[config.mk]
export PLATFORM = sky130hd
export DESIGN_NAME = irqc_top
export DESIGN_NICKNAME = d
export VERILOG_FILES = /design/src/rtl/irqc_pkg.sv /design/src/rtl/irqc_regs.sv /design/src/rtl/irqc_trig.sv /design/src/rtl/irqc_arb.sv /design/src/rtl/irqc_top.sv
export SDC_FILE = /design/constraint.sdc
export NUM_CORES = 1
export LEC_CHECK = 0
export BUFFER_PORTS_ARGS = -buffer_cell sky130_fd_sc_hd__buf_2
export CAP_MARGIN = 20
export CORE_UTILIZATION = 32
export CTS_CLUSTER_SIZE = 30
export DETAILED_ROUTE_END_ITERATION = 16
export HOLD_SLACK_MARGIN = 0.02
export PLACE_DENSITY = 0.45
export SETUP_SLACK_MARGIN = 0.05
export SLEW_MARGIN = 40
export SYNTH_ARGS = -nofsm -noshare
export SYNTH_HDL_FRONTEND = slang
export SYNTH_SLANG_ARGS = --single-unit
[constraint.sdc]
create_clock -name clk -period 39.3 [get_ports clk]
set_input_delay 5.895 -clock clk [delete_from_list [all_inputs] [get_ports clk]]
set_output_delay 5.895 -clock clk [all_outputs]
set_load 0.01 [all_outputs]
[src/rtl/irqc_pkg.sv]
package irqc_pkg;

    localparam int unsigned LVL_W  = 8;
    localparam int unsigned NUM_W  = 5;   // width of source number field in status
    localparam int unsigned RLVL_W = 3;   // width of reported level field

    // word indices (byte offset / 4)
    localparam int unsigned W_ENABLE = 0;
    localparam int unsigned W_MODE0  = 1;
    localparam int unsigned W_LVL0   = 4;
    localparam int unsigned W_MASK   = 16;
    localparam int unsigned W_CLR    = 24;
    localparam int unsigned W_PINS   = 32;
    localparam int unsigned W_CUR    = 40;

    localparam int unsigned CLR_EN_BIT = 8;
    localparam int unsigned SRC_PER_MODE_WORD = 8;
    localparam int unsigned SRC_PER_LVL_WORD  = 2;

    typedef enum logic [1:0] {
        TRIG_LOW  = 2'b00,
        TRIG_HIGH = 2'b01,
        TRIG_FALL = 2'b10,
        TRIG_RISE = 2'b11
    } trig_e;

    typedef struct packed {
        logic              idle;
        logic [RLVL_W-1:0] lvl;
        logic [NUM_W-1:0]  src;
    } cur_stat_t;

    function automatic logic trig_is_edge(input logic [1:0] m);
        return m[1];
    endfunction

    function automatic logic [31:0] pack_status(input cur_stat_t s);
        logic [31:0] w;
        w = '0;
        w[16]   = s.idle;
        w[10:8] = s.lvl;
        w[4:0]  = s.src;
        return w;
    endfunction

endpackage

[src/rtl/irqc_regs.sv]
module irqc_regs
    import irqc_pkg::*;
#(
    parameter int unsigned NUM_SRC = 16,
    parameter int unsigned ADDR_W  = 8,
    localparam int unsigned IDX_W  = $clog2(NUM_SRC)
) (
    input  logic                          clk,
    input  logic                          rst,
    input  logic                          bus_sel,
    input  logic                          bus_wr,
    input  logic [ADDR_W-1:0]             bus_addr,
    input  logic [31:0]                   bus_wdata,
    output logic [31:0]                   bus_rdata,
    input  logic [NUM_SRC-1:0]            pins_sync_i,
    input  logic [31:0]                   cur_word_i,
    output logic                          en_o,
    output logic [NUM_SRC-1:0][1:0]       mode_o,
    output logic [NUM_SRC-1:0][LVL_W-1:0] lvl_o,
    output logic [LVL_W-1:0]              mask_o,
    output logic                          clr_req_o,
    output logic [IDX_W-1:0]              clr_idx_o
);
    localparam int unsigned MODE_WORDS = NUM_SRC / SRC_PER_MODE_WORD;
    localparam int unsigned LVL_WORDS  = NUM_SRC / SRC_PER_LVL_WORD;

    logic [31:0] widx;
    logic        wr_en;

    logic                          en_q;
    logic [NUM_SRC-1:0][1:0]       mode_q;
    logic [NUM_SRC-1:0][LVL_W-1:0] lvl_q;
    logic [LVL_W-1:0]              mask_q;

    assign widx  = 32'(bus_addr[ADDR_W-1:2]);
    assign wr_en = bus_sel & bus_wr;

    always_ff @(posedge clk) begin
        if (rst) begin
            en_q   <= 1'b0;
            mode_q <= '0;
            lvl_q  <= '0;
            mask_q <= '0;
        end else if (wr_en) begin
            if (widx == W_ENABLE) en_q <= bus_wdata[0];
            if (widx == W_MASK)   mask_q <= bus_wdata[LVL_W-1:0];
            for (int w = 0; w < MODE_WORDS; w++) begin
                if (widx == W_MODE0 + w) begin
                    for (int k = 0; k < SRC_PER_MODE_WORD; k++)
                        mode_q[w*SRC_PER_MODE_WORD + k] <= bus_wdata[2*k +: 2];
                end
            end
            for (int w = 0; w < LVL_WORDS; w++) begin
                if (widx == W_LVL0 + w) begin
                    for (int k = 0; k < SRC_PER_LVL_WORD; k++)
                        lvl_q[w*SRC_PER_LVL_WORD + k] <= bus_wdata[k*LVL_W +: LVL_W];
                end
            end
        end
    end

    // Clear command acts at the same edge as the bus write
    assign clr_req_o = wr_en && (widx == W_CLR) && bus_wdata[CLR_EN_BIT];
    assign clr_idx_o = bus_wdata[IDX_W-1:0];

    always_comb begin
        bus_rdata = '0;
        if (widx == W_ENABLE) bus_rdata[0] = en_q;
        if (widx == W_MASK)   bus_rdata[LVL_W-1:0] = mask_q;
        if (widx == W_PINS)   bus_rdata[NUM_SRC-1:0] = pins_sync_i;
        if (widx == W_CUR)    bus_rdata = cur_word_i;
        for (int w = 0; w < MODE_WORDS; w++) begin
            if (widx == W_MODE0 + w) begin
                for (int k = 0; k < SRC_PER_MODE_WORD; k++)
                    bus_rdata[2*k +: 2] = mode_q[w*SRC_PER_MODE_WORD + k];
            end
        end
        for (int w = 0; w < LVL_WORDS; w++) begin
            if (widx == W_LVL0 + w) begin
                for (int k = 0; k < SRC_PER_LVL_WORD; k++)
                    bus_rdata[k*LVL_W +: LVL_W] = lvl_q[w*SRC_PER_LVL_WORD + k];
            end
        end
    end

    assign en_o   = en_q;
    assign mode_o = mode_q;
    assign lvl_o  = lvl_q;
    assign mask_o = mask_q;

endmodule

[src/rtl/irqc_trig.sv]
module irqc_trig
    import irqc_pkg::*;
#(
    parameter int unsigned NUM_SRC     = 16,
    parameter int unsigned SYNC_STAGES = 2,
    localparam int unsigned IDX_W      = $clog2(NUM_SRC)
) (
    input  logic                    clk,
    input  logic                    rst,
    input  logic [NUM_SRC-1:0]      pins_i,
    input  logic [NUM_SRC-1:0][1:0] mode_i,
    input  logic                    clr_req_i,
    input  logic [IDX_W-1:0]        clr_idx_i,
    output logic [NUM_SRC-1:0]      sync_o,
    output logic [NUM_SRC-1:0]      pend_o
);
    logic [SYNC_STAGES-1:0][NUM_SRC-1:0] chain_q;
    logic [NUM_SRC-1:0] sync, prev_q, latch_q;

    always_ff @(posedge clk) begin
        if (rst) begin
            chain_q <= '0;
            prev_q  <= '0;
        end else begin
            chain_q <= {chain_q[SYNC_STAGES-2:0], pins_i};
            prev_q  <= sync;
        end
    end

    assign sync   = chain_q[SYNC_STAGES-1];
    assign sync_o = sync;

    for (genvar i = 0; i < NUM_SRC; i++) begin : g_src
        logic rise, fall, hit, clr_hit, is_edge;

        assign rise    = sync[i] & ~prev_q[i];
        assign fall    = ~sync[i] & prev_q[i];
        assign hit     = mode_i[i][0] ? rise : fall;
        assign clr_hit = clr_req_i && (clr_idx_i == IDX_W'(i));
        assign is_edge = trig_is_edge(mode_i[i]);

        // a new edge wins over a clear in the same cycle
        always_ff @(posedge clk) begin
            if (rst)          latch_q[i] <= 1'b0;
            else if (!is_edge) latch_q[i] <= 1'b0;
            else if (hit)     latch_q[i] <= 1'b1;
            else if (clr_hit) latch_q[i] <= 1'b0;
        end

        assign pend_o[i] = is_edge ? latch_q[i] : (sync[i] == mode_i[i][0]);


        latch_hold_chk: assert property (@(posedge clk) disable iff (rst)
            latch_q[i] && is_edge && !clr_hit |=> latch_q[i]);


        latch_clear_src_chk: assert property (@(posedge clk) disable iff (rst)
            $fell(latch_q[i]) |-> ($past(clr_hit) || !$past(is_edge)));
    end

endmodule

[src/rtl/irqc_arb.sv]
module irqc_arb
    import irqc_pkg::*;
#(
    parameter int unsigned NUM_SRC = 16,
    localparam int unsigned IDX_W  = $clog2(NUM_SRC)
) (
    input  logic                          clk,
    input  logic                          rst,
    input  logic [NUM_SRC-1:0]            elig_i,
    input  logic [NUM_SRC-1:0][LVL_W-1:0] lvl_i,
    output logic                          win_valid_o,
    output logic [IDX_W-1:0]              win_idx_o,
    output logic [LVL_W-1:0]              win_lvl_o
);
    // scan from the top index down; ">=" lets a lower index take a tie
    always_comb begin
        win_valid_o = 1'b0;
        win_idx_o   = '0;
        win_lvl_o   = '0;
        for (int i = NUM_SRC - 1; i >= 0; i--) begin
            if (elig_i[i] && (!win_valid_o || lvl_i[i] >= win_lvl_o)) begin
                win_valid_o = 1'b1;
                win_idx_o   = IDX_W'(i);
                win_lvl_o   = lvl_i[i];
            end
        end
    end

    for (genvar i = 0; i < NUM_SRC; i++) begin : g_chk

        no_higher_loser_chk: assert property (@(posedge clk) disable iff (rst)
            elig_i[i] |-> (win_valid_o && lvl_i[i] <= win_lvl_o));


        tie_low_index_chk: assert property (@(posedge clk) disable iff (rst)
            elig_i[i] && lvl_i[i] == win_lvl_o |-> win_idx_o <= IDX_W'(i));
    end

endmodule

[src/rtl/irqc_top.sv]
module irqc_top
    import irqc_pkg::*;
#(
    parameter int unsigned NUM_SRC     = 16,
    parameter int unsigned ADDR_W      = 8,
    parameter int unsigned SYNC_STAGES = 2
) (
    input  logic               clk,
    input  logic               rst,
    input  logic               bus_sel,
    input  logic               bus_wr,
    input  logic [ADDR_W-1:0]  bus_addr,
    input  logic [31:0]        bus_wdata,
    output logic [31:0]        bus_rdata,
    input  logic [NUM_SRC-1:0] irq_pins_i,
    output logic               irq_req_o
);
    localparam int unsigned IDX_W = $clog2(NUM_SRC);

    logic                          en;
    logic [NUM_SRC-1:0][1:0]       mode;
    logic [NUM_SRC-1:0][LVL_W-1:0] lvl;
    logic [LVL_W-1:0]              mask;
    logic                          clr_req;
    logic [IDX_W-1:0]              clr_idx;
    logic [NUM_SRC-1:0]            sync, pend, elig;
    logic                          win_valid;
    logic [IDX_W-1:0]              win_idx;
    logic [LVL_W-1:0]              win_lvl;
    cur_stat_t                     stat_q;

    irqc_regs #(.NUM_SRC(NUM_SRC), .ADDR_W(ADDR_W)) regs_i (
        .clk(clk), .rst(rst),
        .bus_sel(bus_sel), .bus_wr(bus_wr), .bus_addr(bus_addr),
        .bus_wdata(bus_wdata), .bus_rdata(bus_rdata),
        .pins_sync_i(sync), .cur_word_i(pack_status(stat_q)),
        .en_o(en), .mode_o(mode), .lvl_o(lvl), .mask_o(mask),
        .clr_req_o(clr_req), .clr_idx_o(clr_idx)
    );

    irqc_trig #(.NUM_SRC(NUM_SRC), .SYNC_STAGES(SYNC_STAGES)) trig_i (
        .clk(clk), .rst(rst), .pins_i(irq_pins_i), .mode_i(mode),
        .clr_req_i(clr_req), .clr_idx_i(clr_idx),
        .sync_o(sync), .pend_o(pend)
    );

    // level above threshold; a zero level can never exceed any threshold
    for (genvar i = 0; i < NUM_SRC; i++) begin : g_elig
        assign elig[i] = en && pend[i] && (lvl[i] > mask);
    end

    irqc_arb #(.NUM_SRC(NUM_SRC)) arb_i (
        .clk(clk), .rst(rst), .elig_i(elig), .lvl_i(lvl),
        .win_valid_o(win_valid), .win_idx_o(win_idx), .win_lvl_o(win_lvl)
    );

    // status re-evaluated every cycle, so any threshold write takes effect
    always_ff @(posedge clk) begin
        if (rst) begin
            stat_q <= '{idle: 1'b1, lvl: '0, src: '0};
        end else if (win_valid) begin
            stat_q <= '{idle: 1'b0, lvl: win_lvl[RLVL_W-1:0], src: NUM_W'(win_idx)};
        end else begin
            stat_q <= '{idle: 1'b1, lvl: '0, src: '0};
        end
    end

    assign irq_req_o = ~stat_q.idle;


    disabled_idle_chk: assert property (@(posedge clk) disable iff (rst)
        !en |=> stat_q.idle);


    winner_above_mask_chk: assert property (@(posedge clk) disable iff (rst)
        win_valid |-> (lvl[win_idx] > mask && lvl[win_idx] != '0 && pend[win_idx]));

endmodule

==> results of run 1 <==
## cells by family (layout without fill, tap and decap cells)
group / Yosys count / after routing / synth area share (%)
xor+xnor: 13 / 13 / 0.6386
flops: 241 / 241 / 27.06
buf+inv: 218 / 223 / 4.982
fa+ha+maj: 242 / 242 / 16.98
simple gates: 900 / 900 / 23.56
other cells: 1 / 16 / 0.02103
mux: 62 / 62 / 4.561
compound gates: 634 / 634 / 22.20
## report_power, final
part           total [W]  internal (W)  switching [W]
sequential      0.000249      0.000247     0.00000253
combinational  0.0000316    0.00000815      0.0000234
clock           0.000275      0.000168       0.000107
## per-stage QoR
stage	hold WS, ns	total power [W]	std cells
3_5_place_dp	0.4204	0.0002854	3031
3_3_place_gp	0.4191	0.0002851	3031
2_1_floorplan	0.4138	0.0002721	2325
5_1_grt	0.4532	0.0005699	3078
4_1_cts	0.4344	0.0005589	3078
6_report	0.4320	0.0005555	3079
## layout make-up
type | instances | area [um^2]
Antenna cell | 1 | 2.502
Clock buffer | 37 | 763.2
Clock inverter | 10 | 185.2
Fill cell | 5808 | 35330
Inverter | 92 | 345.3
Multi-Input combinational cell | 1866 | 12210
Sequential cell | 241 | 4825
Tap cell | 748 | 935.9
Timing Repair Buffer | 84 | 498.0
## sequential cells by signal, summed over array words and instances (netlist names)
signal and count:
stat_q 8, trig_i.sync_o 16, regs_i.mode_o 32, regs_i.mask_o 8
trig_i.prev_q 16, regs_i.lvl_o 128, regs_i.en_o 1, trig_i.latch_q 16
trig_i.chain_q 16
## per-layer routing
layer / vias to the layer above / global-route usage [%]
met5: - / 0
met1: 8259 / 37.04
met3: 101 / 2.649
li1: 8220 / -
met4: 4 / 6.915
met2: 599 / 41.48
## critical path: cells and delay by family, from the launching register on
family | cells | cell delay (ns)
and+or+nand+nor | 49 | 8.33
adders and majority gates | 16 | 4.83
AOI/OAI and AO/OA | 80 | 16.40
DFF | 1 | 0.36
muxes | 6 | 2.43
buffers and inverters | 8 | 1.50
## how the worst min path moves through the flow
stage                             startpoint                 to  slack, ns  depth (start not counted)
final                      trig_i.chain_q[3]   trig_i.sync_o[3]       0.43                          1
after global routing       trig_i.chain_q[4]   trig_i.sync_o[4]       0.45                          1
after CTS                  trig_i.chain_q[3]   trig_i.sync_o[3]       0.43                          1
after detailed placement   trig_i.chain_q[3]   trig_i.sync_o[3]       0.42                          1
after global placement    trig_i.chain_q[14]  trig_i.sync_o[14]       0.42                          1
after floorplan            trig_i.chain_q[0]   trig_i.sync_o[0]       0.41                          1
## synth_stat cells, types with 25 or more instances
cell type	n	area share, %
a21oi_1	291	8.2
o21ai_0	90	2.5
nand4_1	32	1.1
nor2b_1	82	2.9
nand2b_1	53	1.9
inv_1	92	1.9
nand3_1	55	1.5
nand2_1	442	9.3
clkbuf_1	100	2.1
ha_1	242	17
mux2i_1	25	1.4
a21o_1	63	2.7
dfxtp_1	241	27
nor2_1	128	2.7
==> results by stage, run 1 <==
Run status:
- The flow ran to the end, and the final reports show no timing, DRC or antenna violations.

Timing:
- The worst-case clock skew is ~0.011 ns.
- The actual transition at the worst max-transition pin is approximately 0.9 ns.
- The worst pin sits at a relative slew slack of about two fifths.
- The total count of max-transition violations in the final report came to 0.
- The total setup violations reported at the end of the flow is 0.
- The final critical-path setup slack is ~5.3 ns.
- The final-layout setup total negative slack is 0 ns.
- Based on the critical path, the design can be clocked at up to 0.02944 GHz.
- The number of hold violations in the final report is 0.
- The routed design could run at a clock period as short as 33.97 ns.
- Dividing the final minimum period by the clock period gives between 80 and 90%.
- Setup repair after global routing left no endpoint under its margin.

GRT:
- The via count of the first global-routing pass is 15896.
- The sum of overflow across all layers after global routing is 0.
- The first-pass GRT wire length is 108600 um.
- Entering global routing, the biggest net connects 85 pins.
- The number of antenna violations at the first check in global routing is 3.
- For this run, the total global-route usage over all layers was measured as 25.98%.

Detailed routing:
- Dividing the detail-routed wire length by the instance count gives 24.32 um.
- The via density per instance is approximately 5.6.
- The highest metal layer used by the detailed router is met5.
- The detailed router put a total of 35120 um of wire on met1.
- The detailed-routed wire length on met3 is 4369 um.
- The detail route stage leaves a number of antenna-violating nets equal to 0.
- The final routed wirelength across all metal layers is 74870 um.
- The total iterations of the first detailed-routing run is 7.
- After detailed routing, the number of remaining DRC violations is 0.
- The amount of wire on met2 after detailed routing is 33230 um.
- The number of vias in the routed layout is 17183.
- After the first detailed-routing iteration, the DRC count stood at about 1800.

Clocking:
- After clock tree synthesis, the repair step resized 0 gates.
- The count of clock tree sinks is 241.
- In this run, CTS created clock tree buffers numbering 27.
- CTS built an H-tree with a depth of 1.
- Clock latency on the worst-skew pair, taken at its later pin, is 0.55 ns.
- Buffers added to address setup during post-CTS repair amount to 0.
- The number of hold buffers added after CTS was 0.
- The CTS clock-pin slew for the worst setup and hold paths is 0.06 ns.
- TritonCTS built the clock tree.
- The maximum buffer depth of the clock tree is 3.
- The buffer cell driving the clock tree root is clkbuf_16.

Floorplan:
- The die is 238.1 um tall.
- The die is 238.1 um wide.
- The overall die area is roughly 57000 um^2.
- The floorplan has 86 rows.
- For this configuration, the core starts out at a cell density of ~32%.
- The total I/O pin count is 93.
- The placeable core area is about 55000 um^2.

Logic synthesis:
- The register bit total from synthesis is 241.
- The primary flip-flop cell chosen by synthesis mapping is dfxtp_1.
- In the synthesized netlist, the number of instances is approximately 2300.
- The per-instance average area after synthesis is 7.716 um^2.
- The netlist area before placement is 17830 um^2.
- The proportion of synthesized chip area in sequential cells is between 20% and 30%.
- The number of synthesized flops with an enable pin is 0.
- During synthesis, Yosys emitted a total of 0 warnings.
- Synthesis instantiated 77 different standard cells from the library.
- The proportion of register bits with asynchronous set or reset after synthesis is 0%.

Worst setup path:
- STA puts the critical path data arrival time at 34.42 ns.
- The largest single stage delay on the critical path is roughly 0.65 ns.
- The beginning of the worst register-to-register path is regs_i.mask_o[7].
- The standard cell with the maximum stage delay on the critical path is a311oi_1.
- The number of cells on the worst reg-to-reg path is between 150 and 200.
- The launching element of the worst setup path is regs_i.mask_o[7].
- The worst setup path is launched from a flip-flop.
- Following the worst setup path forward leads to its endpoint at stat_q[3].
- The endpoint of the lowest-slack register-to-register path is stat_q[3].
- The maximum fanout along the worst path is 21.
- The most prevalent standard cell on the critical path is a21oi_1.
- In this run the register-to-register setup slack is 5.33 ns.
- The kind of critical path is flip-flop to flip-flop.
- The required arrival time at the worst endpoint is 39.75 ns.
- The worst setup path is captured at a flip-flop.

Pwr:
- IR analysis of the VDD net gives a maximum drop of 0.00002846 V.
- For this design the ratio of total power to cell area is 28.10 nW/um^2.
- The analysis attributes to cell leakage a power of ~7.8 nW.

Final layout:
- The share of layout cells above drive strength 1 is between 8 and 9%.
- The net count of the finished layout is 2614.
- With fillers left out, the area of the finished cells amounts to ~20000 um^2.
- The core occupancy in the finished layout is 35.88%.
- In the layout the commonest cells are nand2_1, a21oi_1, ha_1.
- The area growth from synthesis to layout is 10.86%.
- The library cell used most frequently in the layout, excluding fill and tap cells, is nand2_1.

Place:
- The count of buffers from port buffering is 59.
- Timing analysis after detailed placement gives a worst setup slack of between 5 and 6 ns.
- The final RePlAce weighted congestion is between 0.8 and 0.9.
- The HPWL reported at the end of detailed placement is 54760 um.
- The area after detailed placement is 18810 um^2.

Flow run:
- The tool flagged a number of max-cap violations equal to 0.

Min path:
- The path class of the tightest hold or removal check is flip-flop to flip-flop.
No activity file was read; power rests on OpenSTA's default activity.
==> run 2, diff against run 1 <==
Settings changed: CAP_MARGIN 20 to 10, PLACE_DENSITY 0.45 to 0.47.
Clock period 39.3 ns to 31 ns, I/O delays scaled along.
==> results by stage, run 2 (same netlist as run 1, synthesis figures left out) <==
Detailed routing:
- Detailed routing inserted a total of 17450 vias.
- In the routed layout, each cell is associated on average with a via count of 5.591.
- The average detailed-routed wire length per instance is 23.75 um.
- The pre-antenna-repair detailed-routing pass consisted of 6 iterations.
- The final layout contains routed wiring with a total length of 74110 um.
- Once detail routing completed, the nets flagged for antenna violations numbered 0.
- The violation count after the first detailed-route iteration is 1915.
- In the routed design, unresolved DRC markers number 0.

Floorplan:
- The die extent in x is 238.1 um.
- The initialized floorplan defines 86 standard-cell rows.
- The initial utilization of the core area, before any placement, comes to 32.37%.
- The height of the die is 238.1 um.
- The total I/O pin count is 93.
- The die covers 56670 um^2.
- The placeable core area is 55090 um^2.

Worst setup path:
- The worst setup path is of the flip-flop to flip-flop kind.
- On the critical path, the stage with the largest delay is an instance of dfxtp_1.
- STA classifies the critical path endpoint as a flip-flop.
- The flop-to-flop setup slack is ~1.9 ns.
- STA puts the critical path data arrival time at 29.55 ns.
- The largest single stage delay on the critical path is between 0.4 and 0.5 ns.
- The startpoint type of the worst setup path is a flip-flop.
- The maximum fanout along the worst path is 14.
- The required arrival time at the worst endpoint is between 30 and 40 ns.

Run status:
- The flow ran to the end, and the final reports show no timing, DRC or antenna violations.

Timing:
- Measured against its own limit, the worst slew margin works out to between 40% and 50%.
- Derived from the worst setup path, the maximum achievable clock frequency is 0.03433 GHz.
- The worst-case clock skew is approximately 0.025 ns.
- The number of hold violations in the final report is 0.
- The final critical-path setup slack is 1.872 ns.
- In the finished design, the share of the clock period the worst path needs comes to 93.96%.
- Setup violations remaining at the end of the flow were counted as 0.
- The shortest clock period the worst path allows after layout is 29.13 ns.
- At the pin with the least slew margin, the transition time is 0.8574 ns.
- Final hold analysis gives a worst-case slack of around 0.43 ns.
- The total count of max-transition violations in the final report is 0.

GRT:
- After global routing the overflow that remains totals 0.
- The via count of the first global-routing pass came to 15903.
- In the global route stage, overall resource usage came out at 25.43%.
- The first global-routing pass estimated 107000 um of wire.
- The number of antenna violations at the first check in global routing came to 4.
- The largest net degree at the start of global routing is 84.

Final layout:
- The share of layout cells above drive strength 1 is 11.88%.
- The number of flip-flops in the largest register is between 100 and 150.
- The core occupancy in the finished layout is 36.98%.
- The growth of design area from synthesis to finish is 14.26%.
- In the layout the commonest cells are nand2_1, a21oi_1, ha_1.
- Registers take 4825 um^2.
- The area of the multi-input gates is 12550 um^2.
- The final non-filler cell total is 3121.
- The number of antenna diodes in the final layout is 0.
- The net count of the finished layout is approximately 2700.
- The filler cells instantiated in the layout total 5793.
- The library cell used most frequently in the layout, excluding fill and tap cells, is nand2_1.

Place:
- The final RePlAce weighted congestion is 0.8935.
- The placed instance count is 3055.
- Input and output buffers added on the ports amount to 59.
- The HPWL reported at the end of detailed placement is 54100 um.
- Prior to clock tree synthesis, the placed netlist has a worst setup slack of -0.03975 ns.

Clocking:
- TritonCTS built the clock tree.
- The deepest level of the CTS H-tree is 1.
- The CTS clock-pin slew for the worst setup and hold paths is 0.06 ns.
- The later pin in the worst-skew pair is clocked with a latency of ~0.56 ns.
- The number of hold-repair buffers added at the cts stage is 0.
- Buffers inserted during clock tree synthesis total 27.
- No sink is reached through more buffers than the 3 on the longest clock path.
- The count of clock tree sinks is about 240.
- The buffer cell driving the clock tree root is clkbuf_16.

Pwr:
- The post-layout total power is 0.0006824 W.
- For this design the static power due to leakage is between 7 and 8 nW.
- The clock group share of total power is 47.8%.
- The sequential power share is 46.3%.
- The switching fraction of total power is 24.37%.
- Power spread over the standard cell area amounts to 33.50 nW/um^2.
- Internal power comes to slightly above 0.0005 W.
- Summed over all nets, the switching power comes to 0.0001663 W.
- The share of total power dissipated in combinational logic is 5.9%.
- The largest voltage drop on the vdd net is 0.00004965 V.

Min path:
- The worst hold-check path type is flip-flop to flip-flop.

Flow run:
- The max-capacitance violation count is 0.
==> run 2: layer usage <==
| layer | GRT usage [%] | part of all wire, % | up-vias |
|---|---|---|---|
| li1 | - | - | 8318 |
| met1 | 35.29 | 45 | 8367 |
| met2 | 41.36 | 46 | 658 |
| met3 | 3.124 | 6.8 | 101 |
| met4 | 6.799 | 2.6 | 6 |
| met5 | 0 | 0.053 | - |
==> run 2: cell type report <==
type / instances / area share [%]
Tap cell: 748 / 4.594
Sequential cell: 241 / 23.68
Timing Repair Buffer: 125 / 4.029
Clock buffer: 39 / 3.881
Multi-Input combinational cell: 1867 / 61.62
Clock inverter: 9 / 0.4975
Inverter: 92 / 1.695
==> run 2: path summary, 6_finish.rpt <==
check | from | end | cells past startpoint
min reg2reg | trig_i.chain_q[0] | trig_i.sync_o[0] | 1
max reg2reg | regs_i.mask_o[7] | stat_q[0] | 157
min | trig_i.chain_q[0] | trig_i.sync_o[0] | 1
max | regs_i.mask_o[7] | stat_q[0] | 157
==> run 2: timing repair <==
| item | in CTS | in global routing |
|---|---|---|
| setup endpoints to repair | 6 | 7 |
| pin swaps | 0 | 17 |
| cloned | 0 | 1 |
| gates resized for setup | 5 | 61 |
| setup buffers | 0 | 17 |
==> run 2: worst max-delay path: cells and delay by family (launching register included) <==
family,cells,cell delay (ns)
fa+ha+maj,16,4.37
compound gates,79,14.73
flops,1,0.45
buf+inv,9,1.25
mux,6,2.12
simple gates,47,6.02
==> run 2: power groups by stage <==
stage | combinational, W | clock [W] | sequential [W]
after floorplan | 0.0000238 | 0 | 0.000321
after global placement | 0.0000383 | 0 | 0.000323
after detailed placement | 0.0000390 | 0 | 0.000323
after CTS | 0.0000390 | 0.000329 | 0.000316
after global routing | 0.0000424 | 0.000343 | 0.000316
final | 0.0000402 | 0.000326 | 0.000316
==> run 2: through the flow <==
| stage | area [um^2] | setup TNS, ns |
|---|---|---|
| after floorplan | 17880 | 0 |
| after global routing | 20370 | -0.01129 |
| after detailed placement | 18990 | -0.1477 |
| final | 20370 | 0 |
| after CTS | 19900 | 0 |
| after global placement | 18970 | 0 |
